<file path="src/rtl/sdcs_pkg.sv">
package sdcs_pkg;

    // Command word bit positions (decoded by the sequencer)
    localparam int B_LOAD      = 31;
    localparam int B_CLK_ONLY  = 21;
    localparam int B_AUTO_STOP = 12;
    localparam int B_LONG_RSP  = 7;
    localparam int B_RSP_EN    = 6;
    localparam int IDX_BITS    = 6;

    // Raw status bit positions
    localparam int ST_NORSP = 1;
    localparam int ST_DONE  = 2;
    localparam int ST_DATA  = 3;
    localparam int ST_ASTOP = 14;

    // Register addresses
    localparam logic [3:0] A_CMD     = 4'd0;
    localparam logic [3:0] A_ARG     = 4'd1;
    localparam logic [3:0] A_BLKSZ   = 4'd2;
    localparam logic [3:0] A_BYTECNT = 4'd3;
    localparam logic [3:0] A_STATUS  = 4'd4;
    localparam logic [3:0] A_XFER    = 4'd5;
    localparam logic [3:0] A_RESP0   = 4'd8;

    localparam logic [IDX_BITS-1:0] STOP_INDEX = 6'd12;
    localparam logic [31:0]         SIZE_RST   = 32'h200;

    typedef enum logic [1:0] {
        RLEN_NONE = 2'd0,
        RLEN_4    = 2'd1,
        RLEN_16   = 2'd2,
        RLEN_ERR  = 2'd3
    } rsp_len_e;

    typedef enum logic [1:0] {
        SQ_IDLE = 2'd0,
        SQ_REQ  = 2'd1,
        SQ_RSP  = 2'd2
    } seq_state_e;

    typedef struct packed {
        logic                auto_stop;
        logic                long_rsp;
        logic                rsp_en;
        logic [IDX_BITS-1:0] index;
    } cmd_fields_t;

    function automatic cmd_fields_t decode_cmd(input logic [31:0] w);
        cmd_fields_t f;
        f.auto_stop = w[B_AUTO_STOP];
        f.long_rsp  = w[B_LONG_RSP];
        f.rsp_en    = w[B_RSP_EN];
        f.index     = w[IDX_BITS-1:0];
        return f;
    endfunction

endpackage

</file>
<file path="src/rtl/sdcs_resp_unpack.sv">
module sdcs_resp_unpack
    import sdcs_pkg::*;
#(
    parameter int WORD_W = 32,
    parameter int NWORDS = 4
) (
    input  logic                           rsp_en_i,
    input  logic                           long_i,
    input  rsp_len_e                       len_i,
    input  logic [NWORDS*WORD_W-1:0]       payload_i,
    output logic                           ok_o,
    output logic                           store_o,
    output logic [NWORDS-1:0][WORD_W-1:0]  words_o
);
    localparam int PAY_W = NWORDS * WORD_W;

    logic len_match;

    always_comb begin
        len_match = long_i ? (len_i == RLEN_16) : (len_i == RLEN_4);
        ok_o      = (len_i != RLEN_ERR) && (!rsp_en_i || len_match);
        store_o   = ok_o && rsp_en_i;
    end

    // Long: word g takes the g-th 32-bit slice from the payload tail.
    // Short: word 0 takes the leading four bytes, the rest are zero.
    for (genvar g = 0; g < NWORDS; g++) begin : g_word
        if (g == 0) begin : g_first
            assign words_o[g] = long_i ? payload_i[WORD_W-1:0]
                                       : payload_i[PAY_W-1 -: WORD_W];
        end else begin : g_rest
            assign words_o[g] = long_i ? payload_i[g*WORD_W +: WORD_W] : '0;
        end
    end

endmodule

</file>
<file path="src/rtl/sdcs_xfer_counter.sv">
module sdcs_xfer_counter #(
    parameter int CNT_W = 32,
    parameter int STEP  = 4
) (
    input  logic             clk,
    input  logic             rst,
    input  logic             load_i,
    input  logic [CNT_W-1:0] load_val_i,
    input  logic             dec_i,
    output logic [CNT_W-1:0] count_o,
    output logic             hit_zero_o
);
    localparam logic [CNT_W-1:0] STEP_V = CNT_W'(STEP);

    logic [CNT_W-1:0] nxt;

    always_comb begin
        nxt        = (count_o > STEP_V) ? count_o - STEP_V : '0;
        hit_zero_o = dec_i && !load_i && (nxt == '0);
    end

    always_ff @(posedge clk) begin
        if (rst)         count_o <= '0;
        else if (load_i) count_o <= load_val_i;
        else if (dec_i)  count_o <= nxt;
    end

endmodule

</file>
<file path="src/rtl/sdcmd_seq.sv">
module sdcmd_seq
    import sdcs_pkg::*;
#(
    parameter int DATA_W    = 32,
    parameter int ADDR_W    = 4,
    parameter int NRESP     = 4,
    parameter int STEP_BYTE = 4
) (
    input  logic                      clk,
    input  logic                      rst,
    input  logic                      reg_wr_en,
    input  logic [ADDR_W-1:0]         reg_addr,
    input  logic [DATA_W-1:0]         reg_wr_data,
    input  logic [ADDR_W-1:0]         reg_rd_addr,
    output logic [DATA_W-1:0]         reg_rd_data,
    input  logic                      data_strobe,
    output logic                      cmd_busy,
    output logic                      cc_req_valid,
    input  logic                      cc_req_ready,
    output logic [IDX_BITS-1:0]       cc_req_index,
    output logic [DATA_W-1:0]         cc_req_arg,
    input  logic                      cc_rsp_valid,
    input  logic [1:0]                cc_rsp_len,
    input  logic [NRESP*DATA_W-1:0]   cc_rsp_data
);
    localparam int PAY_W = NRESP * DATA_W;

    logic [DATA_W-1:0]             cmd_q, arg_q, blksz_q, bytecnt_q, status_q;
    logic [NRESP-1:0][DATA_W-1:0]  resp_q;
    seq_state_e                    state_q;
    logic                          stop_phase_q, stop_pend_q;

    cmd_fields_t                   cf;
    logic                          wr_hit_cmd, wr_hit_arg, wr_hit_cnt;
    logic                          clk_load, rsp_fire;
    logic                          rsp_ok, rsp_store;
    logic [NRESP-1:0][DATA_W-1:0]  rsp_words;
    logic [DATA_W-1:0]             xfer_cnt;
    logic                          xfer_zero, hit_zero;
    logic [DATA_W-1:0]             st_set, st_clr;

    assign cf        = decode_cmd(cmd_q);
    assign cmd_busy  = (state_q != SQ_IDLE) || stop_pend_q;
    assign xfer_zero = (xfer_cnt == '0);

    assign wr_hit_cmd = reg_wr_en && (reg_addr == A_CMD) && !cmd_busy;
    assign wr_hit_arg = reg_wr_en && (reg_addr == A_ARG) && !cmd_busy;
    assign wr_hit_cnt = reg_wr_en && (reg_addr == A_BYTECNT);
    assign clk_load   = wr_hit_cmd && reg_wr_data[B_LOAD] && reg_wr_data[B_CLK_ONLY];
    assign rsp_fire   = (state_q == SQ_RSP) && cc_rsp_valid;

    assign cc_req_valid = (state_q == SQ_REQ);
    assign cc_req_index = stop_phase_q ? STOP_INDEX : cf.index;
    assign cc_req_arg   = stop_phase_q ? '0 : arg_q;

    sdcs_resp_unpack #(.WORD_W(DATA_W), .NWORDS(NRESP)) u_unpack (
        .rsp_en_i  (cf.rsp_en),
        .long_i    (cf.long_rsp),
        .len_i     (rsp_len_e'(cc_rsp_len)),
        .payload_i (cc_rsp_data[PAY_W-1:0]),
        .ok_o      (rsp_ok),
        .store_o   (rsp_store),
        .words_o   (rsp_words)
    );

    sdcs_xfer_counter #(.CNT_W(DATA_W), .STEP(STEP_BYTE)) u_xfer (
        .clk        (clk),
        .rst        (rst),
        .load_i     (wr_hit_cnt),
        .load_val_i (reg_wr_data),
        .dec_i      (data_strobe),
        .count_o    (xfer_cnt),
        .hit_zero_o (hit_zero)
    );

    always_comb begin
        st_set = '0;
        if (rsp_fire) begin
            st_set[ST_DONE]  = rsp_ok;
            st_set[ST_NORSP] = !rsp_ok;
            st_set[ST_ASTOP] = stop_phase_q;
        end
        if (clk_load) st_set[ST_DONE] = 1'b1;
        if (hit_zero) st_set[ST_DATA] = 1'b1;
        st_clr = (reg_wr_en && (reg_addr == A_STATUS)) ? reg_wr_data : '0;
    end

    // Register file
    always_ff @(posedge clk) begin
        if (rst) begin
            cmd_q     <= '0;
            arg_q     <= '0;
            blksz_q   <= SIZE_RST;
            bytecnt_q <= SIZE_RST;
            status_q  <= '0;
            resp_q    <= '0;
        end else begin
            status_q <= (status_q & ~st_clr) | st_set;
            if (wr_hit_cmd) begin
                cmd_q         <= reg_wr_data;
                cmd_q[B_LOAD] <= 1'b0;
            end
            if (wr_hit_arg) arg_q <= reg_wr_data;
            if (wr_hit_cnt) bytecnt_q <= reg_wr_data;
            if (reg_wr_en && (reg_addr == A_BLKSZ)) blksz_q <= reg_wr_data;
            if (rsp_fire && rsp_store) resp_q <= rsp_words;
        end
    end

    // Issue sequencer
    always_ff @(posedge clk) begin
        if (rst) begin
            state_q      <= SQ_IDLE;
            stop_phase_q <= 1'b0;
            stop_pend_q  <= 1'b0;
        end else begin
            unique case (state_q)
                SQ_IDLE: begin
                    if (stop_pend_q) begin
                        state_q      <= SQ_REQ;
                        stop_phase_q <= 1'b1;
                        stop_pend_q  <= 1'b0;
                    end else if (wr_hit_cmd && reg_wr_data[B_LOAD]) begin
                        if (reg_wr_data[B_CLK_ONLY]) begin
                            if (reg_wr_data[B_AUTO_STOP] && xfer_zero)
                                stop_pend_q <= 1'b1;
                        end else begin
                            state_q      <= SQ_REQ;
                            stop_phase_q <= 1'b0;
                        end
                    end
                end
                SQ_REQ: if (cc_req_ready) state_q <= SQ_RSP;
                SQ_RSP: begin
                    if (cc_rsp_valid) begin
                        state_q      <= SQ_IDLE;
                        stop_phase_q <= 1'b0;
                        if (!stop_phase_q && cf.auto_stop && xfer_zero)
                            stop_pend_q <= 1'b1;
                    end
                end
                default: state_q <= SQ_IDLE;
            endcase
            if (hit_zero && cf.auto_stop) stop_pend_q <= 1'b1;
        end
    end

    // Read mux
    always_comb begin
        reg_rd_data = '0;
        case (reg_rd_addr)
            A_CMD:     reg_rd_data = cmd_q;
            A_ARG:     reg_rd_data = arg_q;
            A_BLKSZ:   reg_rd_data = blksz_q;
            A_BYTECNT: reg_rd_data = bytecnt_q;
            A_STATUS:  reg_rd_data = status_q;
            A_XFER:    reg_rd_data = xfer_cnt;
            default:   reg_rd_data = '0;
        endcase
        for (int i = 0; i < NRESP; i++) begin
            if (reg_rd_addr == ADDR_W'(A_RESP0 + i)) reg_rd_data = resp_q[i];
        end
    end

endmodule

</file>
<file path="config.mk">
export PLATFORM = sky130hd
export DESIGN_NAME = sdcmd_seq
export DESIGN_NICKNAME = d
export VERILOG_FILES = /design/src/rtl/sdcs_pkg.sv /design/src/rtl/sdcs_resp_unpack.sv /design/src/rtl/sdcs_xfer_counter.sv /design/src/rtl/sdcmd_seq.sv
export SDC_FILE = /design/constraint.sdc
export NUM_CORES = 1
export LEC_CHECK = 0
export ABC_AREA = 1
export BUFFER_PORTS_ARGS = -buffer_cell sky130_fd_sc_hd__buf_2
export CELL_PAD_IN_SITES_DETAIL_PLACEMENT = 0
export CELL_PAD_IN_SITES_GLOBAL_PLACEMENT = 1
export CORE_ASPECT_RATIO = 1.1
export CORE_UTILIZATION = 41
export DETAILED_ROUTE_END_ITERATION = 8
export GPL_TIMING_DRIVEN = 0
export PLACE_DENSITY_LB_ADDON = 0.1
export REMOVE_ABC_BUFFERS = 1
export SETUP_SLACK_MARGIN = 0.15
export SYNTH_ARGS = -nofsm -noshare
export SYNTH_HDL_FRONTEND = slang
export SYNTH_SLANG_ARGS = --single-unit
</file>
<file path="constraint.sdc">
create_clock -name clk -period 2.22 [get_ports clk]
set_clock_uncertainty 0.1 [all_clocks]
set_input_delay 0.111 -clock clk [delete_from_list [all_inputs] [get_ports clk]]
set_output_delay 0.111 -clock clk [all_outputs]
set_load 0.02 [all_outputs]
</file>
### Yosys cells after proc, flatten, opt, wreduce, memory -nomap -nowiden

Cells that the tools add are included.

* logic and storage cells: 119
* output and inout port bits: 72
* input port bits: 176
* flip-flop bits (word level): 323

* eq/ne operators: 24
* reductions and logical operators: 38
* bitwise gates (word level): 3
* add/sub/neg operators: 1
* multiplexer cells: 39
* order comparisons: 1

Operators by type and width (count)
* $mux W32: 13
* $pmux W32 S6: 1
* $logic_not A32 Y1: 2
* $and A32 B32 Y32: 1
* $gt A32 B3 Y1 const B: 1
* $not A32 Y32: 1
* $or A32 B15 Y32: 1
* $sub A32 B3 Y32 const B: 1
* $logic_and A1 B1 Y1: 19
* $eq A4 B2 Y1 const B: 4
* $eq A4 B4 Y1 const B: 4
* $mux W1: 15
* $eq A4 B3 Y1 const B: 3
* $mux W2: 6
* $eq A4 B1 Y1 const B: 2
* $logic_not A4 Y1: 2
* $reduce_and A4 Y1: 2
* $mux W6: 1
* $ne A3 B3 Y1 const B: 2
* $pmux W2 S3: 1
* $reduce_bool A2 Y1: 3
* $logic_not A1 Y1: 5
* $eq A2 B1 Y1 const B: 2
* $eq A2 B2 Y1 const B: 2
* other kinds (9): 12

### Depth between registers and ports, before layout

Gate-level depths: netlist of run 1.

* word-level depth: 9
* gate-level depth with buffers: 15
* gate-level depth less buffers: 15

### Cells and area by module

From an unflattened synthesis of run 1, not the netlist that was laid out.

* cell total of the unflattened synthesis: 2630
* area, all modules: 16861.2 µm²

Modules (own cells, without submodules)
* sdcmd_seq: instances 1, area an instance 13030.0 µm², cells an instance 1883
* sdcs_xfer_counter: instances 1, area an instance 2549.9 µm², cells an instance 433
* sdcs_resp_unpack: instances 1, area an instance 1281.2 µm², cells an instance 314

### Worst setup path before layout of run 1

OpenSTA, ideal clock, no wires.

* path type: reg2reg
* start: reg u_xfer.count_o[2]
* end: reg stop_pend_q
* path slack: 355 ps
* cell stages (with the launch flop): 14
* data required time: 2050 ps
* library setup time: 70 ps
* data arrival time: 1695 ps
* cell sequence: dfxtp_1 > inv_1 > ha_1 > nand3_2 > o21ai_2 > nand3_2 > buf_6 > o21ai_0 > nand2_1 > nor2_1 > nand2_1 > nor2_1 > nand3_1 > a21oi_1

* longest elaborated chain between the ends: 8

Ends and longest elaborated chain
* start, declared: RTL line sdcs_xfer_counter.sv:10 `output logic [CNT_W-1:0] count_o,`
* start signal, assigned: RTL line sdcs_xfer_counter.sv:24 `else if (load_i) count_o <= load_val_i;`
* start signal, assigned: RTL line sdcs_xfer_counter.sv:25 `else if (dec_i) count_o <= nxt;`
* branches (longest 8 deep; another with $sub A32 B3 Y32)
* end signal, assigned: RTL line sdcmd_seq.sv:122 `stop_pend_q <= 1'b0;`
* end signal, assigned: RTL line sdcmd_seq.sv:126 `stop_pend_q <= 1'b1;`
* end signal, assigned: RTL line sdcmd_seq.sv:144 `if (hit_zero && cf.auto_stop) stop_pend_q <= 1'b1;`
* end, declared: RTL line sdcmd_seq.sv:31 `logic stop_phase_q, stop_pend_q;`

Several ways; the timed one is not identified.
A chain may end at the register's enable or synchronous reset.

### Final worst setup path of run 1

* start: in rst
* end: reg bytecnt_q[21]

RTL lines
* start, declared: RTL line sdcmd_seq.sv:10 `input logic rst,`
* end signal, assigned: RTL line sdcmd_seq.sv:104 `if (wr_hit_cnt) bytecnt_q <= reg_wr_data;`
* end, declared: RTL line sdcmd_seq.sv:28 `logic [DATA_W-1:0] cmd_q, arg_q, blksz_q, bytecnt_q, status_q;`

No word-level cell between the ends.

==> results of run 1 <==
[layer usage]
metal	vias up	share of wire
met5	-	0.00017
met2	1098	0.48
met4	2	0.067
li1	8501	-
met1	9053	0.37
met3	314	0.083
[stage by stage]
stage / hold slack (ps) / total power [mW] / utilization
floorplan: 80.1 / 10.5 / -
global placement: 295 / 12.3 / 0.449
detailed placement: 292 / 12.4 / 0.459
CTS: 23.7 / 19.8 / 0.628
global route: 42.4 / 22.6 / 0.665
finish: 22.9 / 21.6 / 0.665
[cell type report]
cell class,instances,share of cell area
Timing Repair Buffer,598,0.224
Clock inverter,16,0.00437
Multi-Input combinational cell,1521,0.398
Clock buffer,52,0.0432
Timing Repair inverter,6,0.00188
Sequential cell,323,0.266
Tap cell,494,0.0251
Inverter,216,0.0373
[worst max-delay path, stage by stage]
cell	delay, ps
buf_8	110
dlygate4sd3_1	1100
buf_12	220
dlygate4sd3_1	1040
a21oi_1	80
[how the worst min path moves through the flow]
stage                    start  slack (ps)  cells past startpoint                 to
2_1_floorplan              rst          80                      1       bytecnt_q[0]
3_3_place_gp   cc_rsp_data[36]         290                      3         resp_q[36]
3_5_place_dp   cc_rsp_data[35]         290                      3         resp_q[35]
4_1_cts            data_strobe          20                      5  u_xfer.count_o[2]
5_1_grt            data_strobe          40                      5  u_xfer.count_o[2]
6_report           data_strobe          20                      5  u_xfer.count_o[3]
[timing repair]
action                                 CTS  global route
endpoints found under the hold margin  321            10
gates cloned                            43             5
hold buffers                           170             3
resized for setup                      451           275
buffers inserted                       104            37
setup endpoints to repair              237           194
pin swaps                              115           144
[synthesized netlist by cell type]
cell type  instances  area share
nand2_1          442        0.11
dfxtp_1          323        0.42
a21oi_1          310        0.10
o21ai_0          202       0.066
inv_1            198       0.048
nor2_1           190       0.046
clkbuf_1         122       0.030
nand3_1           91       0.030
nand4_1           76       0.031
a211oi_2          34       0.028
a31oi_1           33       0.013
o2111ai_1         28       0.016
o211ai_1          20      0.0098
buf_2             17      0.0055
inv_2             15      0.0037
a221oi_1          11      0.0063
nor2_2             9      0.0037
buf_1              8      0.0020
nand2_2            8      0.0033
nor3_1             8      0.0026
nor2_4             6      0.0044
buf_6              5      0.0037
o21ai_1            5      0.0016
o22ai_1            5      0.0020
a2111oi_0          4      0.0023
a211oi_1           4      0.0020
o221ai_1           4      0.0023
xor2_1             4      0.0023
clkinv_1           3     0.00073
nor4_1             3      0.0012
ha_1               2      0.0016
nand3_2            2      0.0013
a22o_1             1     0.00057
a32o_1             1     0.00065
o21ai_2            1     0.00057
or2_2              1     0.00041
[registers in the layout, summed over array words and instances, names as in the netlist]
signal,flops
status_q,32
arg_q,32
cmd_q,31
state_q,2
bytecnt_q,32
u_xfer.count_o,32
resp_q,128
blksz_q,32
stop_phase_q,1
stop_pend_q,1
[cells by family after synthesis]
group,after synthesis,share of synthesized area
simple gates,836,0.231
compound gates,663,0.251
buf+inv,368,0.0935
flops,323,0.420
xor+xnor,4,0.00227
fa+ha+maj,2,0.00162
[power breakdown]
group / switching (mW) / internal (mW)
Clock: 2.63 / 3.38
Combinational: 5.58 / 3.39
Sequential: 0.444 / 6.18
Total: 8.65 / 12.9
==> summary.md, run 1 <==
| Metric | Value |
|---|---|
| Status | finished, violations left |
| Failing checks | negative setup slack |
| Multi-input gate area | 9810 sq um |
| Detailed-route via count | 19,000 |
| Highest clock rate | 415 MHz |
| TritonCTS clock tree | built |
| Fin Setup TNS | -2030 ps |
| Synth Area per Inst | between 7 and 8 sq um |
| CP startpoint | rst |
| Startpoint types | primary input |
| Placed instance count | 2,797 |
| Peak VDD IR | 0.000781 V |
| Origin of the critical flop-to-flop path | cmd_q[7] |
| Die width | 187 um |
| Most common cell after layout, fill and taps aside | nand2_1 |
| Grt met1 use | 0.445 |
| Number of fillers in the final layout | 3,047 |
| Critical Path AT | 2680 ps |
| Setup violations, final | 26 |
| Share of cells above drive strength 1 | 0.358 |
| Final nets | between 2,000 and 3,000 |
| Vias in the first global route | 17,900 |
| Synth warn | 0 |
| Clock Pin Slew Worst Setup and Hold Paths | 60 ps |
| Setup ws final | -187 ps |
| Netlist Area Pre-Place | around 15,000 sq um |
| Most frequent cells in the layout | 355 x nand2_1, 285 x dfxtp_1, 219 x buf_2 |
| CP endpoint | bytecnt_q[21] |
| Distinct cells, synth | 36 |
| Leakage | between 9 and 10 nW |
| Min Tclk post-route | 2410 ps |
| Pwr Density | 877 nW/um^2 |
| WL final | 76.8 mm |
| Routability Congestion | 0.899 |
| Sequential-to-total area share from yosys stat | 0.420 |
| Max Root-Sink Buffers | 3 |
| Standard-cell row count | 74 |
| Total clock sinks | 323 |
| Port Buffers | 247 |
| Gr ovfl total | 0 |
| Post-route antenna net violation count | 0 |
| Worst slew margin | 0.312 |
| Required time of the critical path | 2490 ps |
| First-pass GRT wire length | 109 mm |
| Core footprint | 37,000 sq um |
| FF-to-FF End | resp_q[19] |
| Placed cell area | between 15,000 and 20,000 sq um |
| Met2 usage | 0.645 |
| Post-synthesis register bit count | between 300 and 400 |
| Die H | 205 um |
| Gate Count Post-Synth | 2,196 |
| Finished Layout Cells | 3,226 |
| Fin area | 24,600 sq um |
| Area Overhead vs Synth | 60.0% |
| Htree depth | 2 |
| Top fanout value on the critical path | 9 |
| Max_cap viols | 0 |
| Wirelength per Cell | 23.8 um |
| CTS buffer count | 38 |
| Pin count of the biggest net entering global routing | 115 |
| Met3 global-route usage | 0.0554 |
| DP HPWL | 35.8 mm |
| Place WS | -1730 ps |
| Initial antenna violation count | 2 |
| Antenna diodes | 0 |
| Worst-Skew Late Latency | 540 ps |
| Worst r2r path cells | 14 |
| Drt pass-1 iters | 6 |
| R2R setup slack | -20 ps |
| Die area | 38,300 sq um |
| Total Routing Usage GR | 0.374 |
| GRT busiest layer | met2 |
| Worst-margin pin slew | around 1000 ps |
| Initial Util | 0.416 |
| RSZ-0062 raised after global routing | yes |
| Worst hold path class | in2reg |
| Initial drt markers | 1,894 |
| WS Path Type | in2reg |
| Setup crit end kind | flop |
| Final Hold Fails | 0 |
| Pins Over Slew Limit | 0 |
| # IOs | approximately 250 |
| Via density | 5.88 |
| Residual DRC count | 0 |
| Sequential cell area | 6560 sq um |
| CTS root buf | clkbuf_16 |
| Final worst-path cycle share | 1.08 |
Note: power is estimated with default switching activity, not from simulation.
==> run 2: changes to the inputs <==
--- a/config.mk
+++ b/config.mk
@@ -13,6 +13,7 @@
 export CORE_UTILIZATION = 41
 export DETAILED_ROUTE_END_ITERATION = 8
 export GPL_TIMING_DRIVEN = 0
+export MAX_ROUTING_LAYER = met4
 export PLACE_DENSITY_LB_ADDON = 0.1
 export REMOVE_ABC_BUFFERS = 1
 export SETUP_SLACK_MARGIN = 0.15
==> run 2 against run 1 <==
  * Cell area rose by 1.8%
  * Critical path type is now reg2out
  * Clock power rose by 7.0%
  * Clock-buffer cell count rose by 7
  * Combinational power rose by 13%
  * Worst setup slack improved by 120 ps
  * Via count about the same
  * Power up 7.2%
  * Final cell count grew 0.50%
  * The run still ends with negative setup slack left
  * Hold slack about the same
  * Largest power group unchanged
  * Sequential share of layout area shrank 0.41 points
==> summary.md, run 2 (synthesis gave the netlist of run 1 again) <==
| Metric | Value |
|---|---|
| Status | finished, violations left |
| Die width | 187 um |
| Max Root-Sink Buffers | 3 |
| Worst-Skew Late Latency | 540 ps |
| Htree depth | 2 |
| Worst-margin pin slew | roughly 1100 ps |
| Hold path depth | 2 |
| Initial antenna violation count | 0 |
| CTS root buf | clkbuf_16 |
| Initial drt markers | 2,066 |
| Max_cap viols | 0 |
| GRT busiest layer | met2 |
| CP cell instances | inv_4 -> o21ai_1 -> a221oi_2 -> o211ai_1 -> a21oi_2 -> o2111ai_2 -> buf_6 |
| Standard-cell row count | 74 |
| Drt pass-1 iters | 5 |
| Worst slew margin | 0.250 |
| Final worst-path cycle share | 1.03 |
| Wirelength per Cell | 23.7 um |
| Gr ovfl total | 0 |
| Port Buffers | 247 |
| Grt met1 use | 0.438 |
| Startpoint types | flop |
| Most frequent cells in the layout | 354 x nand2_1, 282 x dfxtp_1, 213 x buf_2 |
| Via density | 5.85 |
| Critical Path AT | 2080 ps |
| Die H | 205 um |
| Initial Util | 0.416 |
| Peak VDD IR | 0.000857 V |
| Worst hold path class | in2reg |
| WS Path Type | reg2out |
| Share of cells above drive strength 1 | 0.369 |
| RSZ-0062 raised after global routing | yes |
| Setup ws final | -66.4 ps |
| Max FFs per register | 128 |
| Top fanout value on the critical path | 4 |
| Core footprint | 37,000 sq um |
| Cell count along the critical path | 7 |
| CTS buffer count | 37 |
| Biggest register | resp_q |
| TritonCTS clock tree | built |
| Pin count of the biggest net entering global routing | 117 |
| Total clock sinks | 323 |
| Met3 global-route usage | 0.0588 |
| Most common cell after layout, fill and taps aside | nand2_1 |
| Crit path buf inv count | 2 |
| Final Hold Fails | 0 |
| Antenna diodes | 0 |
| Post-route antenna net violation count | 0 |
| Met2 usage | 0.641 |
| Highest clock rate | 437 MHz |
| Detailed-route via count | 19,000 |
| Pins Over Slew Limit | 0 |
| Residual DRC count | 0 |
| Clock Pin Slew Worst Setup and Hold Paths | ~60 ps |
| Area Overhead vs Synth | 62.8% |
| DP HPWL | 35.9 mm |
| CP max-delay cell | dfxtp_4 |
| Die area | 38,300 sq um |
| Leakage | about 9.7 nW |
| Delay-heaviest family, CP | compound AO/OA/AOI/OAI gates |
| # IOs | 248 |
| Vias in the first global route | about 18,000 |
| Setup crit end kind | output port |
| Worst r2r path cells | 13 |
| First-pass GRT wire length | 107 mm |
| Setup violations, final | 9 |
| Place WS | -2170 ps |
| Pwr Density | 923 nW/um^2 |
| Min Tclk post-route | 2290 ps |
| Required time of the critical path | 2010 ps |
| Max incr delay on CP | 380 ps |
| Routability Congestion | 0.894 |
| Failing checks | negative setup slack |
| Final nets | 2,898 |
| Hold slack | approximately 23 ps |
| Total Routing Usage GR | 0.381 |
| WL final | roughly 77 mm |
run 2: cell count changes in the layout (fill, tap and decap cells not counted), moves of 7 or more:
cell     delta
nand3_1    -17
nand3_2    +16
a21oi_1    +13
buf_12     +13
a21oi_4    -12
o21ai_0     -9
buf_6       +8
nand2_2     +7
nand2_4     -7
run 2: path summary, 6_finish.rpt:
check	startpoint	end	slack [ps]
worst max-delay path	u_xfer.count_o[17]	reg_rd_data[17]	-70
worst min-delay path	rst	bytecnt_q[26]	20
worst max register to register	u_xfer.count_o[18]	stop_pend_q	-30
worst min register to register	status_q[13]	status_q[13]	350
run 2: timing repair:
| action | in CTS | in global routing |
|---|---|---|
| pin swaps | 130 | 193 |
| buffers inserted | 113 | 42 |
| setup endpoints to repair | 246 | 193 |
| hold endpoints to repair | 321 | 3 |
| cloned | 43 | 9 |
| gates resized for setup | 373 | 405 |
| hold buffers | 172 | 1 |
run 2: through the flow:
step / cell area, sq um / util / power, mW / cells / TNS (ps)
3_5_place_dp: 17000 / 0.458 / 12.4 / 2795 / -328210
6_report: 25100 / 0.677 / 23.1 / 3242 / -282
4_1_cts: 23000 / 0.621 / 21.1 / 3190 / -279
5_1_grt: 25100 / 0.677 / 24.1 / 3242 / -1330
3_3_place_gp: 16600 / 0.449 / 12.3 / 2785 / -1952150
2_1_floorplan: 14800 / - / 10.5 / 2044 / -571180
run 2: layer usage:
metal	routed length (um)	vias to the layer above
met5	0	-
met4	5340	0
met3	6310	313
met2	36200	1083
met1	29000	9018
li1	-	8544
run 2: where the power goes:
group / switching (mW) / total (mW) / internal [mW]
Sequential: 0.447 / 6.63 / 6.18
Combinational: 6.00 / 10.1 / 4.09
Clock: 2.55 / 6.43 / 3.87
Total: 9.00 / 23.1 / 14.1
run 2: area by class of cell:
class | count | area, sq um
Clock inverter | 8 | 119
Timing Repair inverter | 6 | 43.8
Multi-Input combinational cell | 1526 | 9920
Clock buffer | 59 | 1140
Inverter | 216 | 931
Tap cell | 494 | 618
Fill cell | 3028 | 12000
Timing Repair Buffer | 610 | 5730
Sequential cell | 323 | 6570
